### src/rtl/lpc_bridge_pkg.sv
package lpc_bridge_pkg;
  localparam int unsigned DATA_W = 64;
  localparam int unsigned NLANE  = DATA_W / 8;
  localparam int unsigned OFF_W  = $clog2(NLANE);
  localparam int unsigned DS_AW  = 32;

  // command field positions (bit 63 is the first bit of the word)
  localparam int unsigned RD_BIT = 63;
  localparam int unsigned SZ_HI  = 58;
  localparam int unsigned SZ_LO  = 52;
  localparam int unsigned SZ_W   = SZ_HI - SZ_LO + 1;

  localparam logic [7:0] IDX_BASE = 8'h40;
  localparam logic [7:0] IDX_CMD  = 8'h41;
  localparam logic [7:0] IDX_DATA = 8'h42;
  localparam logic [7:0] IDX_STAT = 8'h43;
  localparam logic [7:0] IDX_Q0   = 8'h12;
  localparam logic [7:0] IDX_Q1   = 8'h13;
  localparam logic [7:0] IDX_Q2   = 8'h18;

  localparam logic [DATA_W-1:0] STATUS_DONE = {1'b1, {(DATA_W-1){1'b0}}};

  typedef enum logic [1:0] {ST_IDLE, ST_WAIT, ST_RESP} bridge_st_e;
endpackage

### src/rtl/lpc_size_check.sv
module lpc_size_check
  import lpc_bridge_pkg::*;
(
  input  logic [SZ_W-1:0]  size_i,
  input  logic [OFF_W-1:0] off_i,
  output logic             legal_o,
  output logic [NLANE-1:0] be_o
);
  assign legal_o = ($countones(size_i) == 1) && (size_i <= SZ_W'(NLANE));

  for (genvar l = 0; l < NLANE; l++) begin : g_lane
    assign be_o[l] = legal_o && (l >= int'(off_i)) && (l < int'(off_i) + int'(size_i));
  end
endmodule

### src/rtl/lpc_lane_align.sv
module lpc_lane_align
  import lpc_bridge_pkg::*;
(
  input  logic [OFF_W:0]      size_i,
  input  logic [OFF_W-1:0]    off_i,
  input  logic [DATA_W-1:0]   rd_rj_i,
  input  logic [DATA_W-1:0]   wr_lanes_i,
  output logic [DATA_W-1:0]   rd_lanes_o,
  output logic [DATA_W-1:0]   wr_rj_o
);
  localparam int unsigned SH_W = $clog2(DATA_W) + 1;

  logic [SH_W-1:0] sh_top, sh_off;
  // distance from right-justified position to lane 0; size 8 wraps to 0
  assign sh_top = SH_W'(DATA_W) - SH_W'({size_i, 3'b000});
  assign sh_off = SH_W'({off_i, 3'b000});

  assign rd_lanes_o = (rd_rj_i << sh_top) >> sh_off;
  assign wr_rj_o    = (wr_lanes_i << sh_off) >> sh_top;
endmodule

### src/rtl/lpc_ds_port.sv
module lpc_ds_port
  import lpc_bridge_pkg::*;
(
  input  logic              clk_i,
  input  logic              rst_ni,
  input  logic              start_i,
  input  logic              we_i,
  input  logic [DS_AW-1:0]  addr_i,
  input  logic [NLANE-1:0]  be_i,
  input  logic [DATA_W-1:0] wdata_i,
  input  logic              ack_i,
  output logic              req_o,
  output logic              we_o,
  output logic [DS_AW-1:0]  addr_o,
  output logic [NLANE-1:0]  be_o,
  output logic [DATA_W-1:0] wdata_o,
  output logic              done_o
);
  always_ff @(posedge clk_i or negedge rst_ni) begin
    if (!rst_ni) begin
      req_o   <= 1'b0;
      we_o    <= 1'b0;
      addr_o  <= '0;
      be_o    <= '0;
      wdata_o <= '0;
    end else if (!req_o) begin
      if (start_i) begin
        req_o   <= 1'b1;
        we_o    <= we_i;
        addr_o  <= addr_i;
        be_o    <= be_i;
        wdata_o <= wdata_i;
      end
    end else if (ack_i) begin
      req_o <= 1'b0;
    end
  end

  assign done_o = req_o & ack_i;

  assert_ds_hold_R12: assert property (@(posedge clk_i) disable iff (!rst_ni)
    (req_o && !ack_i) |=> (req_o && $stable(addr_o) && $stable(be_o) &&
                           $stable(we_o) && $stable(wdata_o)));

  assert_be_nonzero_R11: assert property (@(posedge clk_i) disable iff (!rst_ni)
    req_o |-> (be_o != '0));
endmodule

### src/rtl/lpc_reg_bridge.sv
module lpc_reg_bridge
  import lpc_bridge_pkg::*;
#(
  parameter int unsigned AW = 16
) (
  input  logic              clk_i,
  input  logic              rst_ni,
  input  logic              reg_req_i,
  input  logic              reg_we_i,
  input  logic [AW-1:0]     reg_addr_i,
  input  logic [DATA_W-1:0] reg_wdata_i,
  output logic              reg_ack_o,
  output logic [DATA_W-1:0] reg_rdata_o,
  output logic              ds_req_o,
  output logic              ds_we_o,
  output logic [DS_AW-1:0]  ds_addr_o,
  output logic [NLANE-1:0]  ds_be_o,
  output logic [DATA_W-1:0] ds_wdata_o,
  input  logic              ds_ack_i,
  input  logic [DATA_W-1:0] ds_rdata_i,
  output logic              size_err_o,
  output logic              unimpl_o
);
  localparam int unsigned IDX_W = AW - 3;

  logic [IDX_W-1:0] idx;
  assign idx = reg_addr_i[AW-1:3];

  logic hit_base, hit_cmd, hit_data, hit_stat, hit_quiet, known;
  assign hit_base  = idx == IDX_W'(IDX_BASE);
  assign hit_cmd   = idx == IDX_W'(IDX_CMD);
  assign hit_data  = idx == IDX_W'(IDX_DATA);
  assign hit_stat  = idx == IDX_W'(IDX_STAT);
  assign hit_quiet = (idx == IDX_W'(IDX_Q0)) || (idx == IDX_W'(IDX_Q1)) ||
                     (idx == IDX_W'(IDX_Q2));
  assign known     = hit_base | hit_cmd | hit_data | hit_stat | hit_quiet;

  bridge_st_e st_q, st_d;
  logic [DATA_W-1:0] cmd_q, data_q, rdata_q;
  logic size_err_q, unimpl_q;

  logic accept, wr_acc;
  assign accept = (st_q == ST_IDLE) && reg_req_i;
  assign wr_acc = accept && reg_we_i;

  // a command write is checked against the new value, a data write against the latched one
  logic [DATA_W-1:0] cmd_src;
  assign cmd_src = hit_cmd ? reg_wdata_i : cmd_q;

  logic             size_ok;
  logic [NLANE-1:0] be_w;
  lpc_size_check u_chk (
    .size_i  (cmd_src[SZ_HI:SZ_LO]),
    .off_i   (cmd_src[OFF_W-1:0]),
    .legal_o (size_ok),
    .be_o    (be_w)
  );

  logic [DATA_W-1:0] rd_lanes, wr_rj;
  lpc_lane_align u_align (
    .size_i     (cmd_q[SZ_LO+OFF_W:SZ_LO]),
    .off_i      (cmd_q[OFF_W-1:0]),
    .rd_rj_i    (ds_rdata_i),
    .wr_lanes_i (reg_wdata_i),
    .rd_lanes_o (rd_lanes),
    .wr_rj_o    (wr_rj)
  );

  logic want_rd, want_wr, start_rd, start_wr, bad_size, ds_done;
  assign want_rd  = wr_acc && hit_cmd && reg_wdata_i[RD_BIT];
  assign want_wr  = wr_acc && hit_data && !cmd_q[RD_BIT];
  assign start_rd = want_rd && size_ok;
  assign start_wr = want_wr && size_ok;
  assign bad_size = (want_rd || want_wr) && !size_ok;

  lpc_ds_port u_ds (
    .clk_i   (clk_i),
    .rst_ni  (rst_ni),
    .start_i (start_rd | start_wr),
    .we_i    (start_wr),
    .addr_i  (cmd_src[DS_AW-1:0]),
    .be_i    (be_w),
    .wdata_i (wr_rj),
    .ack_i   (ds_ack_i),
    .req_o   (ds_req_o),
    .we_o    (ds_we_o),
    .addr_o  (ds_addr_o),
    .be_o    (ds_be_o),
    .wdata_o (ds_wdata_o),
    .done_o  (ds_done)
  );

  always_comb begin
    st_d = st_q;
    unique case (st_q)
      ST_IDLE: if (accept) st_d = (start_rd || start_wr) ? ST_WAIT : ST_RESP;
      ST_WAIT: if (ds_done) st_d = ST_RESP;
      default: st_d = ST_IDLE;
    endcase
  end

  always_ff @(posedge clk_i or negedge rst_ni) begin
    if (!rst_ni) begin
      st_q       <= ST_IDLE;
      cmd_q      <= '0;
      data_q     <= '0;
      rdata_q    <= '0;
      size_err_q <= 1'b0;
      unimpl_q   <= 1'b0;
    end else begin
      st_q <= st_d;
      if (wr_acc && hit_cmd) cmd_q <= reg_wdata_i;
      if (wr_acc && hit_data)            data_q <= reg_wdata_i;
      else if (ds_done && !ds_we_o)      data_q <= rd_lanes;
      if (accept) begin
        if (reg_we_i)      rdata_q <= '0;
        else if (hit_cmd)  rdata_q <= cmd_q;
        else if (hit_data) rdata_q <= data_q;
        else if (hit_stat) rdata_q <= STATUS_DONE;
        else               rdata_q <= '0;
      end
      if (bad_size)           size_err_q <= 1'b1;
      if (accept && !known)   unimpl_q   <= 1'b1;
    end
  end

  assign reg_ack_o   = st_q == ST_RESP;
  assign reg_rdata_o = rdata_q;
  assign size_err_o  = size_err_q;
  assign unimpl_o    = unimpl_q;

  logic unused_bits;
  assign unused_bits = ^{reg_addr_i[2:0], cmd_q[RD_BIT-1:SZ_HI+1], cmd_q[SZ_LO-1:DS_AW]};

  assert_ack_pulse_R13: assert property (@(posedge clk_i) disable iff (!rst_ni)
    reg_ack_o |=> !reg_ack_o);

  assert_no_ack_in_flight_R12: assert property (@(posedge clk_i) disable iff (!rst_ni)
    !(reg_ack_o && ds_req_o));

  assert_size_err_sticky_R8: assert property (@(posedge clk_i) disable iff (!rst_ni)
    $past(size_err_o) |-> size_err_o);

  assert_unimpl_sticky_R5: assert property (@(posedge clk_i) disable iff (!rst_ni)
    $past(unimpl_o) |-> unimpl_o);
endmodule

### config.mk
export PLATFORM = sky130hd
export DESIGN_NAME = lpc_reg_bridge
export DESIGN_NICKNAME = d
export VERILOG_FILES = /design/src/rtl/lpc_bridge_pkg.sv /design/src/rtl/lpc_size_check.sv /design/src/rtl/lpc_lane_align.sv /design/src/rtl/lpc_ds_port.sv /design/src/rtl/lpc_reg_bridge.sv
export SDC_FILE = /design/constraint.sdc
export NUM_CORES = 1
export LEC_CHECK = 0
export BUFFER_PORTS_ARGS = -buffer_cell sky130_fd_sc_hd__buf_4
export CAP_MARGIN = 30
export CORE_MARGIN = 5
export CORE_UTILIZATION = 45
export CTS_CLUSTER_DIAMETER = 60
export DETAILED_ROUTE_END_ITERATION = 8
export PLACE_DENSITY = 0.74
export SKIP_LAST_GASP = 1
export SLEW_MARGIN = 20
export SYNTH_ARGS = -nofsm -noshare
export SYNTH_HDL_FRONTEND = slang
export SYNTH_SLANG_ARGS = --single-unit
### constraint.sdc
create_clock -name clk_i -period 6.7 [get_ports clk_i]
set_input_delay 0.67 -clock clk_i [delete_from_list [all_inputs] [get_ports clk_i]]
set_output_delay 0.67 -clock clk_i [all_outputs]
set_load 0.05 [all_outputs]
Yosys cells after proc, flatten, opt, wreduce, memory -nomap -nowiden
Index checks and enable logic that the tools add are counted.
{ "word_totals": {"ram_bits": 0, "rom_bits": 0, "out_inout_bits": 173, "n_memories": 0, "latch_bits": 0, "inputBits": 149, "ff_bits": 302, "word_cells": 111} }
{ "op_classes": {"n_reduce_logical": 39, "n_div": 0, "shifts": 4, "muxes": 14, "mul": 0, "order_cmp": 16, "bitwise_logic": 7, "n_eq_ne": 12, "n_addsub": 8} }
{ "op_table": {"columns": ["op", "count"], "rows": [
  ["2-to-1 mux 64 bit", 6],
  ["< comparator 4 x 32 -> 1 bit, first input constant", 4],
  ["adder 32 bit", 2],
  ["< comparator 3 x 32 -> 1 bit, first input constant", 2],
  ["left shift 64 x 6 -> 64 bit", 1],
  ["left shift 64 x 7 -> 64 bit", 1],
  ["right shift 64 x 6 -> 64 bit", 1],
  ["right shift 64 x 7 -> 64 bit", 1],
  ["2-to-1 mux 59 bit", 1],
  ["equality test 13 x 7 -> 1 bit, second input constant", 4],
  ["equality test 13 x 5 -> 1 bit, second input constant", 3],
  ["adder 32 x 1 -> 32 bit", 1],
  ["equality test 32 x 2 -> 1 bit, second input constant", 1],
  ["< comparator 1 x 32 -> 1 bit, first input constant", 1],
  ["< comparator 2 x 32 -> 1 bit, first input constant", 1],
  ["logical AND 1 bit", 27],
  ["greater-or-equal comparator 3 bit, first input constant", 3],
  ["adder 3 x 7 -> 8 bit", 1],
  ["<= comparator 7 x 4 -> 1 bit, second input constant", 1],
  ["subtractor 7 bit, first input constant", 1],
  ["adder 1 x 1 -> 2 bit", 3],
  ["greater-or-equal comparator 1 x 3 -> 1 bit, first input constant", 2],
  ["greater-or-equal comparator 2 x 3 -> 1 bit, first input constant", 2],
  ["2-to-1 mux 2 bit", 3],
  ["other kinds (13)", 27]
]} }

Logic depth before layout (Yosys ltp)
Gate-level depths: netlist of run 1.
{ "logic_depth": {"ltp_word": 12, "depth_mapped": 24} }

Hierarchy
Synthesis of run 1 repeated with hierarchy kept, for this count alone.
{ "hier_totals": {"hier_cells": 2083, "hier_area_um2": 21094.0} }
{ "modules_own_cells": {"columns": ["mod", "cells_per_inst", "seq_area_each_um2", "instances", "area_per_inst_um2"], "rows": [
  ["lpc_reg_bridge", 782, 4904.7, 1, 8989.9],
  ["lpc_lane_align", 1025, 0.0, 1, 7519.7],
  ["lpc_ds_port", 227, 2652.5, 1, 4165.2],
  ["lpc_size_check", 49, 0.0, 1, 419.2]
]} }

Worst setup path after synthesis of run 1
No wires, ideal clock.
{ "synth_path": {"kind": "input to register", "from": "input port reg_addr_i[5]", "to": "register u_ds.we_o", "cell_stages": 21, "slack_ns": 1.449, "arrival_time_ns": 5.103, "setup_time_ns": 0.148, "n_path_buf": 5, "t_required_ns": 6.552, "cell_sequence": "nor4_4 and4_1 clkbuf_1 clkbuf_1 mux2i_1 ha_1 fa_1 inv_1 ha_1 inv_1 fa_1 a2111oi_0 a21oi_1 nor2_1 o211ai_4 or3_1 clkbuf_1 buf_2 buf_2 nand2_1 o41ai_1"} }
{ "synth_via": {"elab_chain_len": 10} }
{ "synth_rtl": {"columns": ["item", "line", "rtl"], "rows": [
  ["from (decl)", "lpc_reg_bridge.sv:10", "input logic [AW-1:0] reg_addr_i,"],
  ["equality test 13 x 7 -> 1 bit", "lpc_reg_bridge.sv:31", "assign hit_cmd = idx == IDX_W'(IDX_CMD);"],
  ["2-to-1 mux 59 bit", "lpc_reg_bridge.sv:48", "assign cmd_src = hit_cmd ? reg_wdata_i : cmd_q;"],
  ["adder 1 x 1 -> 2 bit (implied by the code)", "lpc_size_check.sv:9", "assign legal_o = ($countones(size_i) == 1) && (size_i <= SZ_W'(NLANE));"],
  ["adder 32 bit (implied by the code) or adder 32 x 1 -> 32 bit (tied branches)", "lpc_size_check.sv:9", null],
  ["adder 32 bit (implied by the code)", "lpc_size_check.sv:9", null],
  ["equality test 32 x 2 -> 1 bit", "lpc_size_check.sv:9", null],
  ["logical AND 1 bit", "lpc_size_check.sv:9", null],
  ["logical AND 1 bit, on equally long branches", "lpc_reg_bridge.sv:72, lpc_reg_bridge.sv:73", null],
  ["OR 1 bit", "lpc_reg_bridge.sv:79", ".start_i (start_rd | start_wr),"],
  ["AND reduction 2 bit (no source line)", null, null],
  ["to (signal assigned)", "lpc_ds_port.sv:29", "we_o <= we_i;"],
  ["to (decl)", "lpc_ds_port.sv:13", "output logic we_o,"]
]} }
Parallel ways exist; a longest one is shown, timed or not.
A chain may end at the register's enable or synchronous reset.

Worst setup path in the final report of run 1
{ "layout_path": {"from": "input port reg_addr_i[5]", "to": "register u_ds.be_o[4]"} }
{ "layout_rtl": {"columns": ["item", "line", "rtl"], "rows": [
  ["equality test 13 x 7 -> 1 bit (*)", "lpc_reg_bridge.sv:31", null],
  ["2-to-1 mux 59 bit (*)", "lpc_reg_bridge.sv:48", null],
  ["named net cmd_src[0]", "lpc_reg_bridge.sv:47", "logic [DATA_W-1:0] cmd_src;"],
  ["adder 3 x 7 -> 8 bit or greater-or-equal comparator 3 bit (tied branches)", "lpc_size_check.sv:12", "assign be_o[l] = legal_o && (l >= int'(off_i)) && (l < int'(off_i) + int'(size_i));"],
  ["< comparator 4 x 32 -> 1 bit or logical AND 1 bit (tied branches)", "lpc_size_check.sv:12", null],
  ["logical AND 1 bit (*)", "lpc_size_check.sv:12", null],
  ["to (signal assigned)", "lpc_ds_port.sv:31", "be_o <= be_i;"],
  ["to (decl)", "lpc_ds_port.sv:15", "output logic [NLANE-1:0] be_o,"]
]} }
Mark *: on every way through the listed nets, which the timed path passes. The rest lies on a longest branch.

==> flow_metrics.tcl, run 1 <==
set metrics [dict create \
    hpwl_um 63500 \
    fin_cells 3048 \
    total_power_w 0.00416 \
    crit_type "in2reg" \
    netlist_area_um2 20300 \
    ios 322 \
    drive_above_1_share_pct 24.6 \
    worstSetupPathDepth 15 \
    synth_edf_count 0 \
    synth_top_area_share_pct 37.2 \
    maxCapViolCount 0 \
    vdd_ir_drop_max_mv 0.174 \
    layout_min_cycle_time_ns 5.32 \
    die_h_um 223 \
    async_flop_share_pct 100 \
    portBuffers 318 \
    synth_top_area_cell "dfrtp_1" \
    synth_warnings 0 \
    hp-class "in2async" \
    layout_setup_ws_ns 1.38 \
    clkLatencyLatePin_ns 0.55 \
    worstPathRequired_ns 7.13 \
    cp_slowest_cell "and4_2" \
    nets 2597 \
    post-route-util_pct 54.6 \
    finalClockSkew_ns 0.0157 \
    rsz0062_at_grt "false" \
    r2r-end "u_ds.wdata_o[10]$_DFFE_PN0P_" \
    r2r_start "cmd_q[53]$_DFFE_PN0P_" \
    ant_nets 0 \
    synthTopCellsByArea "dfrtp_1 37%, mux2i_1 8.5%, o21ai_0 6.1%" \
    post-cts-setup-buffers 0 \
    grt_max_degree 178 \
    vias 19900 \
    power.density_nw_per_um2 172 \
    cts_max_path_buffers 3 \
    routed_wl_um 86200 \
    worstPathCellList "buf_4, nor4_4, and4_2, buf_4, mux2i_1, inv_1, ha_1, a211oi_1, nor3_1, or4b_2, a32o_1, a21oi_1, buf_4, o21ai_0, a22o_1" \
    routabilityCongestion 1.01 \
    tritoncts "built" \
    r2r_slack_ns 1.92 \
    wl_per_cell_um 28.3 \
    cts.sinks 302 \
    synth-seq-cells 302 \
    dp_slack_ns 0.991 \
    power_leakage_nw 11.2 \
    cts_hold_buf 0 \
    cts_resized 0 \
    outcome "completed" \
    track_usage_pct 33.4 \
    initial_core_util_pct 45.8 \
    antenna_found_initial 1 \
    die_w_um 223 \
    area_growth_pct 19.3 \
    path_clk_slew_ns 0.06 \
    crit_family "simple AND/OR/NAND/NOR gates" \
    ys_seq_area_share_pct 37.2 \
    worst_path_most_repeated_cell "buf_4" \
    cp-start-kind "primary input" \
    crit_buf_inv 4 \
    fin_crit_sh_pct 79.5 \
    core_area_um2 44400 \
    finalSetupViolations 0 \
    fp.dieArea_um2 49500 \
    rows 77 \
    path_max_fanout 54 \
    dp.cells 2984 \
    ys.flop_type "dfrtp_1" \
    cts_buffers 36 \
    grt_overflow_total 0 \
    slew_viol_final 0 \
    tightest_slew_ns 0.996 \
    fin_setup_tns_ns 0 \
    synth_common_cells "319 x nand2_1, 302 x dfrtp_1, 249 x o21ai_0, 172 x mux2i_1, 129 x clkbuf_1" \
    htree_num_levels 2 \
    cp-end-kind "register" \
    worstRegToRegCells 14 \
    cts_root_buf "clkbuf_16" \
    drc_errors 0 \
    grt_pass1_vias 19200 \
    synthCells 2238 \
    first_pass_iters 5 \
    n_antenna_cell 0 \
    synth.distinct_cells 82 \
    avgViaCountPerCell 6.54 \
    yosys.cell_count.top_type "nand2_1" \
    cpPeakStageDelay_ns 0.64 \
    finalHoldViolCount 0 \
    drtIter0Drc 2597 \
    arrival_ns 5.76 \
    max_freq_mhz 188 \
    slew_headroom_pct 33.3 \
    syn_avg_cell_area_um2 9.09 \
    synthesis.nets 2403 \
    grt_pass1_wl_um 128000 \
]
==> state kept, by name (all words and copies together) (netlist names) <==
name          flops
size_err_o        1
u_ds.req_o        1
cmd_q            64
u_ds.wdata_o     64
unimpl_o          1
u_ds.be_o         8
st_q              2
data_q           64
reg_rdata_o      64
u_ds.addr_o      32
u_ds.we_o         1
==> per-stage QoR <==
step,hold WS [ns],cell area [µm²]
6_report,0.173,24200
4_1_cts,0.227,24200
5_1_grt,0.286,24200
3_5_place_dp,0.454,23000
2_1_floorplan,0.374,20300
3_3_place_gp,0.447,23000
==> cell families (layout without fill, tap and decap cells) <==
| logic type | count (synthesis) | in the layout | synth area share [%] |
|---|---|---|---|
| simple gates | 634 | 634 | 14.0 |
| buf+inv | 235 | 453 | 4.78 |
| mux | 315 | 315 | 19.0 |
| flops | 302 | 302 | 37.2 |
| fa+ha+maj | 16 | 16 | 1.13 |
| xor+xnor | 7 | 7 | 0.339 |
| compound gates | 729 | 729 | 23.5 |
==> area by class of cell <==
type	instances	area [µm²]
fill	3979	20200
multi-input combinational	1701	11900
sequential	302	7570
timing repair buffer	364	2800
clock buffer	48	1030
tap	592	741
clock inverter	14	151
inverter	27	101
==> power by group <==
group	total [W]	internal [W]	switching, W	leakage (nW)
clock network	0.00196	0.00116	0.000801	0.581
logic	0.000369	0.000130	0.000239	6.49
registers	0.00183	0.00183	0.00000161	4.17
==> layout by cell type, fill, tap and decap left out, types with 14 or more instances in the layout <==
cell	Yosys	layout
o211ai_1	25	25
a22o_1	14	14
mux4_2	47	47
a221oi_1	33	33
o21ai_1	24	24
dfrtp_1	302	299
and3_1	43	43
o22ai_1	17	17
mux2_2	95	95
nand2_1	319	318
inv_1	23	22
a221o_1	15	15
a21o_1	20	20
a211oi_1	22	22
nand2b_1	27	26
nand3_1	33	33
nor3_1	35	35
a21oi_1	104	104
nor2_1	119	114
a22oi_1	79	79
clkbuf_16	0	37
mux2i_1	172	172
o21ai_0	249	249
buf_4	3	358
==> layer usage <==
metal / up-vias / share of wire, % / global-route usage (%)
met2: 1112 / 45 / 50.7
met3: 184 / 9.2 / 6.90
met4: 0 / 4.7 / 13.0
met5: - / 0 / 0
li1: 8742 / - / -
met1: 9898 / 42 / 47.1
==> worst max path at each step <==
| stage | startpoint | endpoint | slack, ns |
|---|---|---|---|
| after floorplan | reg_addr_i[5] | u_ds.we_o$_DFFE_PN0P_ | 1.45 |
| after global placement | reg_addr_i[5] | u_ds.wdata_o[27]$_DFFE_PN0P_ | 1.06 |
| after detailed placement | reg_addr_i[5] | u_ds.wdata_o[2]$_DFFE_PN0P_ | 0.99 |
| after CTS | reg_addr_i[5] | u_ds.wdata_o[27]$_DFFE_PN0P_ | 1.55 |
| after global routing | reg_addr_i[5] | u_ds.wdata_o[10]$_DFFE_PN0P_ | 1.04 |
| final | reg_addr_i[5] | u_ds.be_o[4]$_DFFE_PN0P_ | 1.38 |
Note: power is estimated with default switching activity, not from simulation.
==> inputs of run 2 (changes only) <==
- PLACE_DENSITY: 0.74 -> 0.76
- clock period: 6.7 -> 4.74 ns (I/O delays scaled with it)
==> run 2 against run 1 <==
Net effect:
- via count grew 2.5%
- critical endpoint is now u_ds.addr_o[29]$_DFFE_PN0P_
- sequential share of layout area shrank 0.56 points
- global-route usage is essentially flat
==> flow_metrics.tcl, run 2 (same netlist as run 1, synthesis figures left out) <==
set metrics [dict create \
    die_w_um 223 \
    layout_setup_ws_ns 0.270 \
    hpwl_um 64200 \
    mostFrequentLayoutCell "buf_4" \
    cts.sinks 302 \
    initial_core_util_pct 45.8 \
    tritoncts "built" \
    dpl-instance-area_um2 23500 \
    fin_crit_sh_pct 94.3 \
    clkLatencyLatePin_ns 0.55 \
    maxCapViolCount 0 \
    n_antenna_cell 0 \
    routabilityCongestion 0.989 \
    dp_slack_ns -0.273 \
    outcome "completed" \
    portBuffers 318 \
    grt_pass1_vias 19300 \
    hp-class "in2reg" \
    fillers 3948 \
    rows 77 \
    layout_common_cells "410 x buf_4, 318 x nand2_1, 299 x dfrtp_1, 249 x o21ai_0, 171 x mux2i_1" \
    finalClockSkew_ns 0.0129 \
    die_h_um 223 \
    slew_viol_final 0 \
    routed_wl_um 87000 \
    cp_slowest_cell "or3_4" \
    worstPathRequired_ns 5.17 \
    fp.dieArea_um2 49500 \
    ios 322 \
    cts_max_path_buffers 3 \
    first_pass_iters 6 \
    nets 2652 \
    hold_ws_ns 0.128 \
    cp-end-kind "register" \
    drive_above_1_share_pct 26.3 \
    wl_per_cell_um 28.0 \
    tightest_slew_ns 1.01 \
    worstPathCellList "buf_4, nor4_4, buf_4, and4_2, mux2i_2, ha_1, fa_1, inv_1, ha_1, inv_1, fa_1, a2111oi_2, a21oi_1, nor2_2, o211ai_4, or3_4, buf_4, o21ai_0" \
    finalHoldViolCount 0 \
    layout_min_cycle_time_ns 4.47 \
    drtIter0Drc 2603 \
    power.share.clock_pct 46.3 \
    slew_headroom_pct 32.9 \
    core_area_um2 44400 \
    max_freq_mhz 224 \
    drc_errors 0 \
    power_frac_seq_pct 44.5 \
    cp-start-kind "primary input" \
    rsz0062_at_grt "false" \
    net-switching-power_w 0.00146 \
    htree_num_levels 2 \
    r2r_slack_ns 0.49 \
    path_max_fanout 29 \
    antenna_found_initial 2 \
    fin_area_um2 24700 \
    cpPeakStageDelay_ns 0.50 \
    avgViaCountPerCell 6.59 \
    cts_root_buf "clkbuf_16" \
    grt_max_degree 141 \
    area_growth_pct 21.4 \
    path_clk_slew_ns 0.06 \
    cts_buffers 35 \
    ant_nets 0 \
    switching_share_pct 25.1 \
    power_leakage_nw 11.5 \
    grt_overflow_total 0 \
    pwr-share-comb_pct 9.2 \
    fin_setup_tns_ns 0 \
    grt_pass1_wl_um 128000 \
    arrival_ns 4.90 \
    crit_type "in2reg" \
    vias 20400 \
    power.density_nw_per_um2 235 \
    worst_path_most_repeated_cell "buf_4" \
    vdd_ir_drop_max_mv 0.186 \
    finalSetupViolations 0 \
    track_usage_pct 33.4 \
    p_int_w 0.00434 \
]
[run 2: worst paths after layout]
check                                 startpoint                          end  depth (start not counted)
min in group asynchronous                 rst_ni  u_ds.addr_o[28]$_DFFE_PN0P_                          2
max in group asynchronous                 rst_ni        cmd_q[52]$_DFFE_PN0P_                          4
setup / recovery                   reg_addr_i[5]  u_ds.addr_o[29]$_DFFE_PN0P_                         18
hold reg to reg             unimpl_o$_DFFE_PN0P_         unimpl_o$_DFFE_PN0P_                          1
hold / removal                          ds_ack_i         u_ds.req_o$_DFF_PN0_                          2
setup reg to reg           cmd_q[52]$_DFFE_PN0P_       data_q[29]$_DFFE_PN0P_                         10
[run 2: worst max-delay path, delay by kind of cell]
family          cells  cell delay [ns]
compound gates      4             0.87
fa+ha+maj           4             1.32
buf+inv             5             0.70
mux                 1             0.27
simple gates        4             1.23
[run 2: repair_timing]
action                     4_1_cts  5_1_grt
hold buffers                     0        1
hold endpoints to repair         0       48
setup endpoints to repair        0       32
setup buffers                    0        0
resized for setup                0        5
[run 2: routing by layer]
| layer | part of all wire (%) | track usage [%] | vias to the layer above |
|---|---|---|---|
| met5 | 0.030 | 0 | - |
| met4 | 5.3 | 13.7 | 2 |
| met1 | 41 | 47.6 | 10000 |
| met2 | 44 | 50.8 | 1321 |
| li1 | - | - | 8862 |
| met3 | 9.3 | 5.53 | 224 |
[run 2: power by group through the flow]
stage	clock network, W	logic, W	registers [W]
6_report	0.00268	0.000534	0.00258
5_1_grt	0.00281	0.000563	0.00258
4_1_cts	0.00270	0.000517	0.00258
3_5_place_dp	0	0.000515	0.00263
3_3_place_gp	0	0.000508	0.00263
2_1_floorplan	0	0.000190	0.00263
[run 2: through the flow]
| step | cells | total power, W | utilization, % |
|---|---|---|---|
| 2_1_floorplan | 2238 | 0.00282 | - |
| 3_3_place_gp | 3037 | 0.00314 | 52.8 |
| 3_5_place_dp | 3039 | 0.00314 | 52.9 |
| 4_1_cts | 3099 | 0.00579 | 55.4 |
| 5_1_grt | 3102 | 0.00596 | 55.6 |
| 6_report | 3102 | 0.00580 | 55.6 |
[run 2: cell type report]
type                    instances  area (µm²)  share of cell area (%)
repair buffers                420        3270                    13.3
multi-input cells            1701       11900                    48.1
clock inverters                10        92.6                   0.375
inverters                      27         101                   0.410
flip-flops and latches        302        7570                    30.6
clock buffers                  50        1030                    4.18
well taps                     592         741                    3.00
